**config.mk**
```make
export PLATFORM = sky130hd
export DESIGN_NAME = hub_thread_sched
export DESIGN_NICKNAME = d
export VERILOG_FILES = /design/src/rtl/hts_pkg.sv /design/src/rtl/hts_rotor.sv /design/src/rtl/hts_pc_bank.sv /design/src/rtl/hts_reloc.sv /design/src/rtl/hub_thread_sched.sv
export SDC_FILE = /design/constraint.sdc
export NUM_CORES = 1
export LEC_CHECK = 0
export ABC_CLOCK_PERIOD_IN_PS = 4400
export BUFFER_PORTS_ARGS = -buffer_cell sky130_fd_sc_hd__buf_2
export CORE_MARGIN = 2
export CORE_UTILIZATION = 53
export CTS_BUF_LIST = sky130_fd_sc_hd__clkbuf_16
export DETAILED_ROUTE_END_ITERATION = 12
export PLACE_DENSITY = 0.79
export SYNTH_ARGS = -nofsm -noshare
export SYNTH_HDL_FRONTEND = slang
export SYNTH_SLANG_ARGS = --single-unit
```
**constraint.sdc**
```tcl
create_clock -name clk -period 4.4 [get_ports clk]
set_clock_uncertainty 0.15 [all_clocks]
set_input_delay 0.22 -clock clk [delete_from_list [all_inputs] [get_ports clk]]
set_output_delay 0.22 -clock clk [all_outputs]
set_load 0.01 [all_outputs]
```
**src/rtl/hts_pkg.sv**
```systemverilog
package hts_pkg;
  localparam int ADDR_W   = 9;
  localparam int TID_W    = 2;
  localparam int NTHR     = 1 << TID_W;
  localparam int IO_WORDS = 16;
  localparam int SPACE    = 1 << ADDR_W;
  localparam int HALF     = SPACE / 2;
  localparam int QTR      = SPACE / 4;
  localparam int IO_BASE  = SPACE - IO_WORDS;

  typedef logic [ADDR_W-1:0] addr_t;
  typedef logic [TID_W-1:0]  tid_t;
  typedef logic [1:0]        pos_t;

  typedef enum logic [1:0] {
    MODE_ONE   = 2'd0,
    MODE_TWO   = 2'd1,
    MODE_THREE = 2'd2,
    MODE_FOUR  = 2'd3
  } mode_e;

  // first word of a thread's window under a given mode
  function automatic addr_t win_base(mode_e m, tid_t t);
    addr_t b;
    b = '0;
    case (m)
      MODE_TWO:   b = (t == tid_t'(1)) ? addr_t'(HALF) : '0;
      MODE_THREE: begin
        if (t == tid_t'(1))      b = addr_t'(HALF);
        else if (t == tid_t'(2)) b = addr_t'(HALF + QTR);
        else                     b = '0;
      end
      MODE_FOUR:  b = addr_t'(int'(t) * QTR);
      default:    b = '0;
    endcase
    return b;
  endfunction

  // last word of a thread's window; the final window stops below the I/O area
  function automatic addr_t win_limit(mode_e m, tid_t t);
    addr_t l;
    l = addr_t'(IO_BASE - 1);
    case (m)
      MODE_TWO:   if (t == tid_t'(0)) l = addr_t'(HALF - 1);
      MODE_THREE: begin
        if (t == tid_t'(0))      l = addr_t'(HALF - 1);
        else if (t == tid_t'(1)) l = addr_t'(HALF + QTR - 1);
      end
      MODE_FOUR:  if (t != tid_t'(NTHR - 1)) l = addr_t'(int'(t) * QTR + QTR - 1);
      default:    l = addr_t'(IO_BASE - 1);
    endcase
    return l;
  endfunction

  // owner of slot position p in the repeating four-slot frame
  function automatic tid_t slot_owner(mode_e m, pos_t p);
    tid_t o;
    case (m)
      MODE_TWO:   o = tid_t'(p[0]);
      MODE_THREE: o = !p[0] ? tid_t'(0) : (p[1] ? tid_t'(2) : tid_t'(1));
      MODE_FOUR:  o = tid_t'(p);
      default:    o = '0;
    endcase
    return o;
  endfunction
endpackage

```
**src/rtl/hts_rotor.sv**
```systemverilog
module hts_rotor
  import hts_pkg::*;
(
  input  logic  clk,
  input  logic  rst_n,
  input  mode_e mode_sel,
  input  logic  hub_slot,
  output mode_e mode_q,
  output tid_t  tid,
  output logic  restart
);
  pos_t pos;

  assign restart = (mode_sel != mode_q);
  assign tid     = slot_owner(mode_q, pos);

  always_ff @(posedge clk) begin
    if (!rst_n) begin
      mode_q <= MODE_ONE;
      pos    <= '0;
    end else if (restart) begin
      mode_q <= mode_sel;
      pos    <= '0;
    end else if (hub_slot) begin
      pos <= pos + pos_t'(1);
    end
  end


  tid_hold_chk: assert property (@(posedge clk) disable iff (!rst_n)
    (!hub_slot && !restart) |=> $stable(tid));


  four_rr_chk: assert property (@(posedge clk) disable iff (!rst_n)
    (mode_q == MODE_FOUR && hub_slot && !restart) |=> (tid == tid_t'($past(tid) + tid_t'(1))));


  three_back_chk: assert property (@(posedge clk) disable iff (!rst_n)
    (mode_q == MODE_THREE && hub_slot && !restart && tid != tid_t'(0)) |=> (tid == tid_t'(0)));
endmodule

```
**src/rtl/hts_pc_bank.sv**
```systemverilog
module hts_pc_bank
  import hts_pkg::*;
(
  input  logic  clk,
  input  logic  rst_n,
  input  logic  restart,
  input  mode_e new_mode,
  input  tid_t  tid,
  input  logic  pc_load,
  input  addr_t pc_next,
  output addr_t act_pc
);
  addr_t pc_r [NTHR];

  for (genvar g = 0; g < NTHR; g++) begin : g_pc
    always_ff @(posedge clk) begin
      if (!rst_n)
        pc_r[g] <= win_base(MODE_ONE, tid_t'(g));
      else if (restart)
        pc_r[g] <= win_base(new_mode, tid_t'(g));
      else if (pc_load && tid == tid_t'(g))
        pc_r[g] <= pc_next;
    end
  end

  assign act_pc = pc_r[tid];
endmodule

```
**src/rtl/hts_reloc.sv**
```systemverilog
module hts_reloc
  import hts_pkg::*;
(
  input  logic  clk,
  input  logic  rst_n,
  input  addr_t base,
  input  addr_t limit,
  input  logic  rel_valid,
  input  addr_t rel_addr,
  output addr_t phys_addr,
  output logic  addr_err,
  output logic  acc_ok
);
  logic              io_hit;
  logic [ADDR_W:0]   sum;
  logic              over;

  always_comb begin
    io_hit    = (rel_addr >= addr_t'(IO_BASE));
    sum       = {1'b0, base} + {1'b0, rel_addr};
    over      = !io_hit && (sum > {1'b0, limit});
    phys_addr = io_hit ? rel_addr : sum[ADDR_W-1:0];
    addr_err  = rel_valid && over;
    acc_ok    = rel_valid && !over;
  end


  grant_in_window_chk: assert property (@(posedge clk) disable iff (!rst_n)
    acc_ok |-> (phys_addr >= addr_t'(IO_BASE) || (phys_addr >= base && phys_addr <= limit)));


  io_passthru_chk: assert property (@(posedge clk) disable iff (!rst_n)
    (rel_valid && rel_addr >= addr_t'(IO_BASE)) |-> (acc_ok && !addr_err && phys_addr == rel_addr));
endmodule

```
**src/rtl/hub_thread_sched.sv**
```systemverilog
module hub_thread_sched
  import hts_pkg::*;
(
  input  logic             clk,
  input  logic             rst_n,
  input  logic [1:0]       mode_sel,
  input  logic             hub_slot,
  input  logic             pc_load,
  input  logic [8:0]       pc_next,
  input  logic             rel_valid,
  input  logic [8:0]       rel_addr,
  output logic [1:0]       act_tid,
  output logic [8:0]       act_pc,
  output logic [8:0]       act_base,
  output logic [8:0]       act_limit,
  output logic [8:0]       phys_addr,
  output logic             addr_err,
  output logic             acc_ok
);
  mode_e mode_q;
  mode_e mode_in;
  tid_t  tid;
  logic  restart;
  addr_t pc_w;
  addr_t base_w;
  addr_t limit_w;

  assign mode_in = mode_e'(mode_sel);

  hts_rotor u_rotor (
    .clk      (clk),
    .rst_n    (rst_n),
    .mode_sel (mode_in),
    .hub_slot (hub_slot),
    .mode_q   (mode_q),
    .tid      (tid),
    .restart  (restart)
  );

  hts_pc_bank u_pcs (
    .clk      (clk),
    .rst_n    (rst_n),
    .restart  (restart),
    .new_mode (mode_in),
    .tid      (tid),
    .pc_load  (pc_load),
    .pc_next  (pc_next),
    .act_pc   (pc_w)
  );

  assign base_w  = win_base(mode_q, tid);
  assign limit_w = win_limit(mode_q, tid);

  hts_reloc u_reloc (
    .clk       (clk),
    .rst_n     (rst_n),
    .base      (base_w),
    .limit     (limit_w),
    .rel_valid (rel_valid),
    .rel_addr  (rel_addr),
    .phys_addr (phys_addr),
    .addr_err  (addr_err),
    .acc_ok    (acc_ok)
  );

  assign act_tid   = tid;
  assign act_pc    = pc_w;
  assign act_base  = base_w;
  assign act_limit = limit_w;


  restart_pc_chk: assert property (@(posedge clk) disable iff (!rst_n)
    restart |=> (act_tid == 2'd0 && act_pc == act_base));


  pc_write_chk: assert property (@(posedge clk) disable iff (!rst_n)
    (pc_load && !restart && !hub_slot) |=> (act_pc == $past(pc_next)));
endmodule

```
# Word level (Yosys, flattened, before mapping)

Memories as Yosys holds them, arrays and structs flattened.
Cells that the tools add are included.

Bits in registers: 4
Input port bits: 25
Latch bits: 0
Bits in writable memories: 36
ROM bits: 0
Word-level logic and storage cells: 93
Memories kept: 1

Magnitude comparators: 2
Multiply operators: 0
Reduce and logical (&&, ||, !) cells: 12
Bitwise logic cells: 9
Add/sub/neg operators: 4
Div/mod/pow operators: 0
Multiplexer cells: 52
Eq/ne operators: 11
Shift-type cells: 0

Memories:

| name       | words | bits a word | rd ports | clocked after memory_dff | wr ports | RTL line          | source |
|---|---|---|---|---|---|---|---|
| u_pcs.pc_r | 4     | 9           | 1        | 0                        | 4        | hts_pc_bank.sv:13 | `addr_t pc_r [NTHR];` |

Operators with widths:

| cell                  | count |
|---|---|
| $mux W9               | 24 |
| $pmux W9 S3           | 2 |
| $pmux W9 S2           | 2 |
| $mux W1               | 20 |
| $eq A2 B2 Y1 const B  | 6 |
| $add A9 B9 Y10        | 1 |
| $gt A10 B9 Y1         | 1 |
| $add A9 B8 Y9 const B | 1 |
| $ge A9 B9 Y1 const B  | 1 |
| $sub A9 B1 Y9 const B | 1 |
| $mux W8               | 1 |
| $or A1 B1 Y1          | 8 |
| $logic_and A1 B1 Y1   | 7 |
| $eq A2 B1 Y1 const B  | 3 |
| $pmux W2 S3           | 1 |
| $mux W2               | 2 |
| $reduce_or A2 Y1      | 2 |
| $add A2 B1 Y2 const B | 1 |
| $logic_not A1 Y1      | 2 |
| $logic_not A2 Y1      | 1 |
| $ne A2 B2 Y1          | 1 |
| $ne A2 B2 Y1 const B  | 1 |
| $not A1 Y1            | 1 |

# Longest topological paths before layout

Word-level depth: 12
Mapped depth: 15
Mapped depth without buffers: 14

# By module

From an unflattened synthesis, not the netlist that was laid out.

Cell total of the unflattened synthesis: 273
Area, all modules: 2924.1 sq um

Modules (own cells, without submodules):

| module           | sequential area each (sq um) | cells an instance | area an instance (sq um) | instances |
|---|---|---|---|---|
| hts_pc_bank      | 1081.0                       | 119               | 1724.2                   | 1 |
| hts_reloc        | 0.0                          | 92                | 689.4                    | 1 |
| hub_thread_sched | 0.0                          | 39                | 305.3                    | 1 |
| hts_rotor        | 80.1                         | 23                | 205.2                    | 1 |

# Worst setup path after synthesis

No wires, ideal clock.

Path type: register to output
Start point: reg u_rotor.pos[0]
End point: out acc_ok
Data required time: 4.030 ns
Data arrival time: 3.633 ns
Setup slack: 0.397 ns
Stages on the path, launching flop included: 14
Cells stage by stage: dfxtp_1 -> ha_1 -> mux2_4 -> and2_1 -> buf_2 -> ha_1 -> mux2_1 -> nand2_1 -> o21ai_1 -> fa_1 -> ha_1 -> nand4_1 -> or4b_1 -> a31oi_1

Longest elaborated chain between the ends: 11
Elaborated cells on any way between the ends: 22
Classes of those cells: 3 x add/sub; 1 x order compare; 3 x eq/ne; 11 x mux; 4 x reduce/logical

RTL lines:

| element                | RTL line               | source |
|---|---|---|
| start, declared        | hts_rotor.sv:12        | `pos_t pos;` |
| start signal, assigned | hts_rotor.sv:25        | `pos <= pos + pos_t'(1);` |
| $mux W2 *              | hts_pkg.sv:60          | `MODE_THREE: o = !p[0] ? tid_t'(0) : (p[1] ? tid_t'(2) : tid_t'(1));` |
| $pmux W2 S3 *          | hts_pkg.sv:58          | `case (m)` |
| via act_tid[1]         | hub_thread_sched.sv:12 | `output logic [1:0] act_tid,` |
| $eq A2 B2 Y1           | hts_pkg.sv:30          | `else if (t == tid_t'(2)) b = addr_t'(HALF + QTR);` |
| $mux W9                | hts_pkg.sv:30          |  |
| $mux W9                | hts_pkg.sv:29          | `if (t == tid_t'(1)) b = addr_t'(HALF);` |
| $pmux W9 S3 *          | hts_pkg.sv:26          | `case (m)` |
| via act_base[8]        | hub_thread_sched.sv:14 | `output logic [8:0] act_base,` |
| $add A9 B9 Y10 *       | hts_reloc.sv:20        | `sum = {1'b0, base} + {1'b0, rel_addr};` |
| $gt A10 B9 Y1 *        | hts_reloc.sv:21        | `over = !io_hit && (sum > {1'b0, limit});` |
| $logic_and A1 B1 Y1 *  | hts_reloc.sv:21        |  |
| $logic_not A1 Y1 *     | hts_reloc.sv:24        | `acc_ok = rel_valid && !over;` |
| $logic_and A1 B1 Y1 *  | hts_reloc.sv:24        |  |
| end, declared          | hub_thread_sched.sv:18 | `output logic acc_ok` |

The timed path passes the listed nets; every way through them passes the cells marked *.

# Worst setup path after layout

Start point: reg u_rotor.pos[0]
End point: out addr_err

Longest elaborated chain between the ends: 10
Elaborated cells on any way between the ends: 21
Classes of those cells: 3 x add/sub; 1 x order compare; 3 x eq/ne; 11 x mux; 3 x reduce/logical

RTL lines:

| element                                                               | RTL line               | source |
|---|---|---|
| $mux W2                                                               | hts_pkg.sv:60          |  |
| $pmux W2 S3 *                                                         | hts_pkg.sv:58          |  |
| parallel branches: the longest is 5 deep, another holds $add A9 B8 Y9 | --                     |  |
| $gt A10 B9 Y1 *                                                       | hts_reloc.sv:21        |  |
| $logic_and A1 B1 Y1 *                                                 | hts_reloc.sv:21        |  |
| $logic_and A1 B1 Y1 *                                                 | hts_reloc.sv:23        | `addr_err = rel_valid && over;` |
| end, declared                                                         | hub_thread_sched.sv:17 | `output logic addr_err,` |

Every way passes the cells marked *.

==> reports/results.ini <==
[run_status]
outcome = complete, no violations

[flow_run]
drv_cap = 0

[placement]
io_buffers = 51
dpl_cell_area_um2 = 2720
place_ws_ns = 0.215
place_congestion = 0.828
dp.cells = 322
hpwl_um = 3980

[floorplan]
row_count = 25
fp.dieW_um = 73.7
die_h_um = 73.7
io_pins = 65
core-area_um2 = 4690
initial_core_util = 0.549
die_area_um2 = 5430

[power]
powerDensity_nw_per_um2 = 331
p_leak_nw = 1.42
ir_drop_v = 0.000274

[synthesis]
synth_warnings = 0
synth-main-ff-cell = edfxtp_1
netlist_instances = 241
netlist_top_cells_count = edfxtp_1, and3_1, buf_4
netlist_area_um2 = 2580
synth_top_area_cell = edfxtp_1
ys_async_sr_fraction = 0
synthDistinctLibCells = 39
yosysMostFrequentCell = edfxtp_1
synth_area_per_cell_um2 = 10.7
yosys-top-cells-area = edfxtp_1, and3_1, ha_1
synth_edf_count = 36
synth_top_area_frac = 0.420
ys_seq_area_frac = 0.451
yosys_register_bits = 40

[layout]
drive_gt1_frac = 0.290
fillers = 363
antennaDiodeCount = 0
areaGrowthSynthToFinish_pct = 15.3
fin_area_um2 = 2970
fin_cells = 337
fin_nets = 322

[clock_tree]
clkSinkCount = 40
h-tree-depth = 2
numCtsBuffers = 5
ctsRootBufferMaster = clkbuf_16
clkSlewWorstSetupHoldPaths_ns = 0.06
clock_latency_ns = 0.28
cts_tree = done
clk_path_buf_depth = 2

[critical_path]
reg2reg_to = u_pcs.pc_r[1][4]
worstSetupStartpoint = u_rotor.pos[0]
critical_path.slowest_cell = or4b_4
cp.arrival_ns = 3.90
crit_top_cell = ha_1
path_max_fanout = 8
endpoint = addr_err
r2r-start = u_rotor.pos[0]
slowest_delay_ns = 0.53
reg2regPathDepth = 8
cp-end-kind = primary output
r2r_setup_slack_ns = 1.57
required_ns = 4.03
critPathLaunchType = flop
crit_type = reg2out
crit_chain = ha_1 -> mux2_4 -> and2_4 -> ha_1 -> mux2_1 -> nand2_1 -> o21ai_1 -> fa_1 -> ha_4 -> nand4_1 -> or4b_4 -> and4_1 -> buf_2

[timing]
drv_slew = 0
min_period_ns = 4.27
slew_headroom = 0.616
setup_viol = 0
clock.fmax_ghz = 0.234
hold_viol_final = 0
setup_tns_ns = 0
worst_slack_ns = 0.126
worst_slew_pin_slew_ns = 0.576
fin_crit_sh = 0.971

[routing]
drt-wirelength-per-cell_um = 17.4
routed_via_density = 6.01
drt_iter0_drc = 238
vias = 2024
ant_nets = 0
drc = 0
totalWireLength_um = 5860
first_pass_iters = 4

[grt]
antenna_found_initial = 0
first_global_vias = 1835
grt_remaining_overflow = 0
grt_max_degree = 43
gr-usage-all-layers = 0.220
grt_pass1_wl_um = 8950

[hold_path]
min_path_type = in2reg

cells in the final DEF (no fill, tap or decap), types with 5 or more instances in the layout:
| cell | instances |
|---|---|
| buf_2 | 51 |
| edfxtp_1 | 36 |
| and3_1 | 31 |
| a32oi_1 | 18 |
| o21ai_0 | 16 |
| conb_1 | 13 |
| ha_1 | 12 |
| buf_4 | 11 |
| and2_1 | 10 |
| nand3_1 | 10 |
| nand2b_1 | 8 |
| nand2_1 | 7 |
| a32o_1 | 6 |
| inv_1 | 5 |
| clkbuf_16 | 5 |
per-layer routing:
metal | share of wire | wire length, um | vias up | global-route usage
li1 | - | - | 956 | -
met1 | 0.43 | 2490 | 947 | 0.298
met2 | 0.48 | 2810 | 117 | 0.357
met3 | 0.085 | 500 | 4 | 0.0357
met4 | 0.0097 | 57 | 0 | 0.0788
met5 | 0 | 0 | - | 0
per-stage QoR:
step | util | hold slack (ns) | power [mW]
4_1_cts | 0.617 | 0.0393 | 0.982
5_1_grt | 0.633 | 0.0408 | 1.02
2_1_floorplan | - | 0.192 | 0.535
6_report | 0.633 | 0.0381 | 0.984
3_5_place_dp | 0.580 | 0.330 | 0.567
3_3_place_gp | 0.580 | 0.316 | 0.566
logic make-up (layout without fill, tap and decap cells):
kind of cell | Yosys count | count (layout) | share of synthesized area
AOI/OAI and AO/OA | 53 | 53 | 0.149
xor gates and xnor gates | 3 | 3 | 0.0102
adders and majority gates | 15 | 15 | 0.0758
buffers and inverters | 46 | 77 | 0.107
DFF | 40 | 40 | 0.451
muxes | 4 | 4 | 0.0189
other | 2 | 13 | 0.00292
and+or+nand+nor | 78 | 78 | 0.186
flip-flops by register name, summed over array words and instances, names as in the netlist:
register        count
u_pcs.pc_r         36
u_rotor.mode_q      2
u_rotor.pos         2
worst min path at each step:
stage | depth (start not counted) | to | startpoint
2_1_floorplan | 1 | u_rotor.mode_q[0] | mode_sel[0]
3_3_place_gp | 2 | u_rotor.mode_q[1] | rst_n
3_5_place_dp | 2 | u_rotor.mode_q[1] | rst_n
4_1_cts | 2 | u_rotor.mode_q[1] | rst_n
5_1_grt | 2 | u_rotor.mode_q[1] | rst_n
6_report | 2 | u_rotor.mode_q[1] | rst_n
area by class of cell:
class                      count  area, um^2  share of cell area
multi-input combinational    166        1200               0.406
sequential                    40        1160               0.391
timing repair buffer          62         338               0.114
clock buffer                   5         125              0.0421
tap                           54        67.6              0.0227
clock inverter                 3        46.3              0.0156
inverter                       7        26.3             0.00885
power by group:
part	internal, mW	switching (mW)
Clock	0.269	0.150
Sequential	0.438	0.0101
Combinational	0.0467	0.0703
critical path, delay by kind of cell, from the launching register on:
family                     cells  cell delay [ns]
muxes                          2             0.60
adders and majority gates      4             1.30
and+or+nand+nor                5             1.12
AOI/OAI and AO/OA              1             0.10
DFF                            1             0.35
buffers and inverters          1             0.13
timing repair:
item	4_1_cts	5_1_grt
pin swaps	0	2
gates resized for setup	2	5
setup endpoints to repair	2	2
setup buffers	0	7
hold buffers	0	0
(Power assumes the default switching activity.)
